`config.mk`:
```
export PLATFORM = sky130hd
export DESIGN_NAME = audio_decim_chain
export DESIGN_NICKNAME = d
export VERILOG_FILES = /design/src/rtl/audio_decim_pkg.sv /design/src/rtl/sinc3_decim.sv /design/src/rtl/hb_decim2.sv /design/src/rtl/fill_gate.sv /design/src/rtl/audio_decim_chain.sv
export SDC_FILE = /design/constraint.sdc
export NUM_CORES = 1
export LEC_CHECK = 0
export ABC_AREA = 1
export BUFFER_PORTS_ARGS = -buffer_cell sky130_fd_sc_hd__buf_2
export CAP_MARGIN = 5
export CORE_MARGIN = 3
export CORE_UTILIZATION = 45
export DETAILED_ROUTE_END_ITERATION = 16
export GPL_TIMING_DRIVEN = 0
export PLACE_DENSITY = 0.68
export SETUP_SLACK_MARGIN = 0.02
export SYNTH_ARGS = -nofsm -noshare
export SYNTH_HDL_FRONTEND = slang
export SYNTH_HIERARCHICAL = 1
export SYNTH_SLANG_ARGS = --single-unit
```
`constraint.sdc`:
```
create_clock -name clk -period 10.1 [get_ports clk]
set_clock_uncertainty 0.05 [all_clocks]
set_input_delay 0 -clock clk [delete_from_list [all_inputs] [get_ports clk]]
set_output_delay 0 -clock clk [all_outputs]
set_load 0.02 [all_outputs]
```
`src/rtl/audio_decim_pkg.sv`:
```
package audio_decim_pkg;

    // Control states of the output gate.
    typedef enum logic [1:0] {
        ST_IDLE,
        ST_FILL,
        ST_RUN
    } fill_state_t;

    // Half-band kernel: outer, inner and centre taps, plus the final shift.
    localparam int HB_OUTER  = -1;
    localparam int HB_INNER  = 9;
    localparam int HB_CENTER = 16;
    localparam int HB_SHIFT  = 4;
    localparam int HB_TAPS   = 6;   // delay registers behind the newest input

endpackage

```
`src/rtl/sinc3_decim.sv`:
```
module sinc3_decim #(
    parameter int DEC1  = 16,
    parameter int CIC_W = 14
) (
    input  logic                    clk,
    input  logic                    rst,
    input  logic                    bit_en,
    input  logic                    bit_in,
    output logic                    out_vld,
    output logic signed [CIC_W-1:0] out_dat
);

    localparam int CNT_W = $clog2(DEC1);

    logic signed [CIC_W-1:0] x_s;
    logic signed [CIC_W-1:0] i1, i2, i3;
    logic signed [CIC_W-1:0] i1n, i2n, i3n;
    logic signed [CIC_W-1:0] z0, z1, z2;
    logic signed [CIC_W-1:0] c1, c2, c3;
    logic [CNT_W-1:0]        cnt;

    // Map the bit to +1 / -1.
    assign x_s = bit_in ? CIC_W'(1) : CIC_W'(-1);

    // Integrators run in modular arithmetic; the differencers undo the wrap.
    always_comb begin
        i1n = i1 + x_s;
        i2n = i2 + i1n;
        i3n = i3 + i2n;
        c1  = i3n - z0;
        c2  = c1 - z1;
        c3  = c2 - z2;
    end

    always_ff @(posedge clk) begin
        if (rst) begin
            i1      <= '0;
            i2      <= '0;
            i3      <= '0;
            z0      <= '0;
            z1      <= '0;
            z2      <= '0;
            cnt     <= '0;
            out_vld <= 1'b0;
            out_dat <= '0;
        end else begin
            out_vld <= 1'b0;
            if (bit_en) begin
                i1 <= i1n;
                i2 <= i2n;
                i3 <= i3n;
                if (cnt == CNT_W'(DEC1 - 1)) begin
                    cnt     <= '0;
                    z0      <= i3n;
                    z1      <= c1;
                    z2      <= c2;
                    out_dat <= c3;
                    out_vld <= 1'b1;
                end else begin
                    cnt <= cnt + 1'b1;
                end
            end
        end
    end

endmodule

```
`src/rtl/hb_decim2.sv`:
```
module hb_decim2
    import audio_decim_pkg::*;
#(
    parameter int W = 18
) (
    input  logic                clk,
    input  logic                rst,
    input  logic                in_vld,
    input  logic signed [W-1:0] in_dat,
    output logic                out_vld,
    output logic signed [W-1:0] out_dat
);

    localparam int ACC_W = W + 6;

    logic signed [W-1:0]     dly [0:HB_TAPS-1];
    logic                    odd;
    logic signed [ACC_W-1:0] k_out, k_in, k_mid, acc;

    assign k_out = ACC_W'(HB_OUTER);
    assign k_in  = ACC_W'(HB_INNER);
    assign k_mid = ACC_W'(HB_CENTER);

    // The zero taps at n-1 and n-5 are skipped; the symmetric pairs share one product.
    always_comb begin
        acc = k_out * (ACC_W'(in_dat) + ACC_W'(dly[5]))
            + k_in  * (ACC_W'(dly[1]) + ACC_W'(dly[3]))
            + k_mid * ACC_W'(dly[2]);
    end

    always_ff @(posedge clk) begin
        if (rst) begin
            for (int i = 0; i < HB_TAPS; i++) dly[i] <= '0;
            odd     <= 1'b0;
            out_vld <= 1'b0;
            out_dat <= '0;
        end else begin
            out_vld <= in_vld & odd;
            if (in_vld) begin
                dly[0] <= in_dat;
                for (int i = 1; i < HB_TAPS; i++) dly[i] <= dly[i-1];
                odd <= ~odd;
                if (odd) out_dat <= W'(acc >>> HB_SHIFT);
            end
        end
    end

endmodule

```
`src/rtl/fill_gate.sv`:
```
module fill_gate
    import audio_decim_pkg::*;
#(
    parameter int W        = 18,
    parameter int FILL_OUT = 6
) (
    input  logic                clk,
    input  logic                rst,
    input  logic                bit_en,
    input  logic                in_vld,
    input  logic signed [W-1:0] in_dat,
    output logic                pcm_valid,
    output logic signed [W-1:0] pcm_out
);

    localparam int FC_W = $clog2(FILL_OUT + 1);

    fill_state_t     state;
    logic [FC_W-1:0] drop;

    // State register.
    always_ff @(posedge clk) begin
        if (rst) begin
            state <= ST_IDLE;
            drop  <= '0;
        end else begin
            unique case (state)
                ST_IDLE: if (bit_en) state <= ST_FILL;
                ST_FILL: begin
                    if (in_vld) begin
                        if (drop == FC_W'(FILL_OUT - 1)) state <= ST_RUN;
                        else drop <= drop + 1'b1;
                    end
                end
                ST_RUN:  state <= ST_RUN;
                default: state <= ST_IDLE;
            endcase
        end
    end

    // Outputs.
    always_ff @(posedge clk) begin
        if (rst) begin
            pcm_valid <= 1'b0;
            pcm_out   <= '0;
        end else begin
            pcm_valid <= in_vld && (state == ST_RUN);
            if (in_vld && (state == ST_RUN)) pcm_out <= in_dat;
        end
    end

endmodule

```
`src/rtl/audio_decim_chain.sv`:
```
module audio_decim_chain #(
    parameter int DEC1     = 16,
    parameter int N_HB     = 3,
    parameter int OUT_W    = 18,
    parameter int FILL_OUT = 6
) (
    input  logic                    clk,
    input  logic                    rst,
    input  logic                    bit_en,
    input  logic                    bit_in,
    output logic signed [OUT_W-1:0] pcm_out,
    output logic                    pcm_valid
);

    localparam int CIC_W = 3 * $clog2(DEC1) + 2;

    logic                    cic_vld;
    logic signed [CIC_W-1:0] cic_dat;
    logic                    hb_vld [0:N_HB];
    logic signed [OUT_W-1:0] hb_dat [0:N_HB];

    sinc3_decim #(.DEC1(DEC1), .CIC_W(CIC_W)) u_sinc (
        .clk     (clk),
        .rst     (rst),
        .bit_en  (bit_en),
        .bit_in  (bit_in),
        .out_vld (cic_vld),
        .out_dat (cic_dat)
    );

    assign hb_vld[0] = cic_vld;
    assign hb_dat[0] = OUT_W'(cic_dat);

    for (genvar s = 0; s < N_HB; s++) begin : g_hb
        hb_decim2 #(.W(OUT_W)) u_hb (
            .clk     (clk),
            .rst     (rst),
            .in_vld  (hb_vld[s]),
            .in_dat  (hb_dat[s]),
            .out_vld (hb_vld[s+1]),
            .out_dat (hb_dat[s+1])
        );
    end

    fill_gate #(.W(OUT_W), .FILL_OUT(FILL_OUT)) u_gate (
        .clk       (clk),
        .rst       (rst),
        .bit_en    (bit_en),
        .in_vld    (hb_vld[N_HB]),
        .in_dat    (hb_dat[N_HB]),
        .pcm_valid (pcm_valid),
        .pcm_out   (pcm_out)
    );

endmodule

```
# == Word level (Yosys, flattened, before mapping) ==
# Memory sizes are Yosys's and may differ from the RTL's.
# Index checks and enable logic that the tools add are counted.
# word_totals
input_bits,4
n_memories,3
reg_bits,187
mem_bits_rw,324
elab_cells,129
# memory_table
memory,depth,word_bits,read_ports,rd_clocked_by_memory_dff,wr,line,source
g_hb[0].u_hb.dly,6,18,6,0,6,hb_decim2.sv:16,logic signed [W-1:0] dly [0:HB_TAPS-1];
g_hb[1].u_hb.dly,6,18,6,0,6,hb_decim2.sv:16,
g_hb[2].u_hb.dly,6,18,6,0,6,hb_decim2.sv:16,
# op_classes
n_mul,3
eq_ne,7
n_reduce_logical,9
add_sub_neg,23
muxes,36
bitwise_logic,26
# op_table
cell,n
18-bit two-way mux,18
22-bit adder,6
18-bit by 18-bit adder with 19-bit output,5
"5-bit by 24-bit multiplier with 22-bit output, first input constant",3
22-bit negator,3
14-bit adder,3
14-bit subtractor,3
14-bit by 18-bit adder with 19-bit output,1
1-bit bitwise OR,18
14-bit two-way mux,1
1-bit two-way mux,12
2-bit AND reduction,4
2-bit two-way mux,3
2-bit one-hot mux with 3 select lines,1
3-bit AND reduction,2
1-bit inverter,5
"4-bit by 1-bit adder with 4-bit output, second input constant",1
"4-bit == test, second input constant",1
4-bit two-way mux,1
"2-bit inequality test, second input constant",2
"3-bit by 1-bit adder with 3-bit output, second input constant",1
1-bit AND,3
"3-bit == test, second input constant",1
"2-bit by 1-bit == test with 1-bit output, second input constant",1
other kinds (5),5

# == Depth between registers and ports, before layout ==
# depth
depth_word,7
mapped_depth,42

# == Modules after synthesis ==
# The synthesis kept the hierarchy.
# by_module_without_submodules
mod,area_per_inst_um2,cells_per_inst,instances
hb_decim2 (g_hb[0].u_hb),9083.7,1055,1
hb_decim2 (g_hb[1].u_hb),9072.5,1064,1
hb_decim2 (g_hb[2].u_hb),9064.9,1048,1
sinc3_decim,6902.9,949,1
fill_gate,980.9,123,1

# == Worst setup path after synthesis ==
# No wires, ideal clock.
# synth_timing
path_type,register to register
from,register u_sinc.i1[0]
to,register u_sinc.out_dat[13]
path_stages_with_launch,36
slack_ns,4.117
arrival_ns,5.821
setup_ns,0.111
n_path_buf,0
required_ns,9.939
period_less_slack_ns,5.983
cell_sequence,dfxtp_1 -> fa_1 -> xor2_1 -> ha_1 -> a21oi_1 -> nand2_1 -> xor2_1 -> ha_1 -> inv_1 -> o31ai_2 -> a21oi_1 -> o21ai_0 -> xor2_1 -> inv_1 -> ha_1 -> a21oi_1 -> nand2_1 -> xor2_1 -> ha_1 -> nand2_1 -> o21ai_0 -> nand3_1 -> nand2_1 -> a21oi_1 -> o21ai_0 -> xor2_1 -> inv_1 -> ha_1 -> nand2_1 -> nor2_1 -> nand3_1 -> o2111ai_1 -> xor2_1 -> nand3_1 -> nand3_2 -> nand2_2
# synth_via
elab_chain_len,6
# synth_rtl
item,line,source
from (decl),sinc3_decim.sv:16,"logic signed [CIC_W-1:0] i1, i2, i3;"
from (signal assigned),sinc3_decim.sv:49,i1 <= i1n;
14-bit adder,sinc3_decim.sv:27,i1n = i1 + x_s;
via u_sinc.i1n[2],sinc3_decim.sv:17,"logic signed [CIC_W-1:0] i1n, i2n, i3n;"
14-bit adder,sinc3_decim.sv:28,i2n = i2 + i1n;
via u_sinc.i2n[3],sinc3_decim.sv:17,
14-bit adder,sinc3_decim.sv:29,i3n = i3 + i2n;
via u_sinc.i3n[6],sinc3_decim.sv:17,
14-bit subtractor,sinc3_decim.sv:30,c1 = i3n - z0;
via u_sinc.c1[7],sinc3_decim.sv:19,"logic signed [CIC_W-1:0] c1, c2, c3;"
14-bit subtractor,sinc3_decim.sv:31,c2 = c1 - z1;
via u_sinc.c2[12],sinc3_decim.sv:19,
14-bit subtractor,sinc3_decim.sv:32,c3 = c2 - z2;
to (signal assigned),sinc3_decim.sv:45,out_dat <= '0;
to (signal assigned),sinc3_decim.sv:57,out_dat <= c3;
to (decl),sinc3_decim.sv:10,output logic signed [CIC_W-1:0] out_dat
# The timed path passes the listed nets, and every way through them passes these cells.
# A chain may end at the register's enable or synchronous reset.

# == Worst setup path in the final report ==
# layout_timing
from,input bit_in
to,register u_sinc.out_dat[13]
# layout_via
elab_chain_len,7
# layout_rtl
item,line,source
from (decl),audio_decim_chain.sv:10,"input logic bit_in,"
14-bit two-way mux,sinc3_decim.sv:23,assign x_s = bit_in ? CIC_W'(1) : CIC_W'(-1);
14-bit adder,sinc3_decim.sv:27,
via u_sinc.i1n[3],sinc3_decim.sv:17,
14-bit adder,sinc3_decim.sv:28,
via u_sinc.i2n[6],sinc3_decim.sv:17,
14-bit adder,sinc3_decim.sv:29,
via u_sinc.i3n[6],sinc3_decim.sv:17,
14-bit subtractor,sinc3_decim.sv:30,
via u_sinc.c1[7],sinc3_decim.sv:19,
14-bit subtractor,sinc3_decim.sv:31,
via u_sinc.c2[12],sinc3_decim.sv:19,
14-bit subtractor,sinc3_decim.sv:32,
# The timed path passes the listed nets, and every way through them passes these cells.

==> results.cfg <==
[status]
run_status = finished clean

[sta]
clock.fmax_mhz = 140
min_period_ns = 7.16
fin_ws_ns = 2.94
report.final.slew_viol_count = 0
worstMarginPinSlew_ns = 0.778
fin_crit_sh_pct = 70.9
timing.slew.headroom_pct = 48.1
fin_setup_tns_ns = 0
setup_violations = 0
hold_violations = 0
rsz0062_at_grt = no

[yosys]
synthArstFlopShare_pct = 0
synth_cell_types = 60
synth_edf_count = 324
synth_area_per_cell_um2 = 8.28
synth_seq_cells = 511
ys_seq_area_share_pct = 38.4
netlist_instances = 4239
synthFlopType = edfxtp_1
syn_nets = 4728
yosysWarnings = 6
synth_area_um2 = 35100

[floorplan]
core_region_area_um2 = 76600
die-area_um2 = 81400
rows = 101
initial_core_util_pct = 45.8
num_io_pins = 23
die_w_um = 285
dieHeight_um = 285

[clocking]
cts_setup_buffers = 0
cts_resized = 0
cts_hold_buf = 3
cts-root-buf = clkbuf_16
cts_max_level = 2
cts_buffer_depth = 3
clock_latency_ns = 0.62
cts_tree = done
cts.clk_slew.worst_paths_ns = 0.06
clock-sinks = 511
cts_buffers = 56

[detailed_routing]
route.final.wire_length_um = 78400
ant_nets = 0
wire_per_inst_um = 14.5
viasPerCell = 4.82
drt_iter0_markers = 1668
vias = 26000
drc = 0
dr.pass1.iters = 5

[setup_path]
regToRegStartpoint = u_sinc/i1[0]
path_class = input pin to flip-flop
crit_path_max_fanout = 13
r2r_setup_slack_ns = 3.10
cp_slowest_cell = dlygate4sd3_1
critical_path.startpoint = bit_in
end_kind = flip-flop
cp_slowest_stage_delay_ns = 0.55
start_kind = input pin
worstPathRequired_ns = 10.60
worstPathArrival_ns = 7.66

[place]
io_buffers = 22
dp_hpwl_um = 61500
dp.cells = 5294
gp_congestion = 0.940
place_ws_ns = 2.96

[finish]
final_cell_mix = inv_1, nand2_1, nor2_1
nNetsFinal = 4814
layout-drive-gt1-share_pct = 4.80
area_growth_pct = 9.42
stdcell_count = 5402
fin_util_pct = 50.2
antenna_cells = 0
mostFrequentLayoutCell = inv_1

[min_path]
hp-class = flip-flop to flip-flop
worst_hold_startpoint = g_hb[0].u_hb/out_dat[12]

[run]
cap_violations = 0

[global_route]
gr-total-overflow = 0
antenna_found_initial = 0
first_global_vias = 24900
grt_usage_pct = 19.1
grt_max_degree = 72
grt_pass1_wl_um = 127000
final cells by class:
cell class              count  area, µm²
plain buffers              66        290
repair buffers             28        223
inverters                1089       4100
well taps                1030       1290
flip-flops and latches    511      13500
fillers                  7268      38200
clock buffers              78       1510
clock inverters            27        258
multi-input cells        2573      17300
synth_stat cells, drive strengths merged, types with 45 or more instances:
cell / number / area [µm²]
edfxtp: 324 / 9730
a21oi: 200 / 1030
nand3: 157 / 836
dfxtp: 187 / 3740
xor2: 78 / 691
xnor2: 45 / 394
ha: 326 / 4080
nor2: 576 / 2190
nand2: 642 / 2470
clkbuf: 49 / 184
fa: 159 / 3180
o21ai: 215 / 1130
inv: 1085 / 4080
worst paths after layout:
path	end	depth (start not counted)
max	u_sinc/out_dat[13]	40
min	g_hb[0].u_hb/out_dat[12]	2
max reg2reg	u_sinc/out_dat[13]	36
min reg2reg	g_hb[0].u_hb/out_dat[12]	2
flip-flops by register name (all words and copies together), names as in the netlist:
register and cells:
u_sinc/out_vld 1, g_hb.u_hb/out_vld 3, u_sinc/i2 14, g_hb.u_hb/dly 324
g_hb.u_hb/odd 3, u_sinc/z1 14, u_gate/pcm_valid 1, u_gate/state 2
u_sinc/out_dat 14, u_sinc/i1 14, u_sinc/i3 14, u_gate/pcm_out 18
g_hb.u_hb/out_dat 54, u_sinc/z2 14, u_gate/drop 3, u_sinc/cnt 4
u_sinc/z0 14
cell families after synthesis:
| logic type | after synthesis | synth area share, % |
|---|---|---|
| AOI/OAI and AO/OA | 508 | 8.27 |
| xor gates and xnor gates | 123 | 3.09 |
| adders and majority gates | 485 | 20.7 |
| buffers and inverters | 1155 | 12.5 |
| DFF | 511 | 38.4 |
| and+or+nand+nor | 1457 | 17.1 |
critical path, delay by kind of cell:
kind                     cells  cell delay (ns)
AO/OA/AOI/OAI                7             1.39
adder cells (fa/ha/maj)      6             2.02
XOR/XNOR                     6             1.45
buffers and inverters        7             1.39
AND/OR/NAND/NOR             14             1.41
layer usage:
metal | global-route usage [%] | vias up | share of wire, %
met2 | 31.7 | 454 | 46
met4 | 4.82 | 0 | 2.5
met1 | 26.6 | 12100 | 48
met5 | 0 | - | 0
met3 | 2.36 | 118 | 4.1
li1 | - | 13300 | -
through the flow:
step           hold slack [ns]  cell area [µm²]
3_5_place_dp             0.372            36600
2_1_floorplan           0.0191            35100
3_3_place_gp             0.371            36500
5_1_grt                  0.423            38400
4_1_cts                  0.405            38400
6_report                 0.403            38400
Power is left out: the tool's default activity adds up to more than one toggle a clock period on the data nets, which glitch-free logic cannot reach.
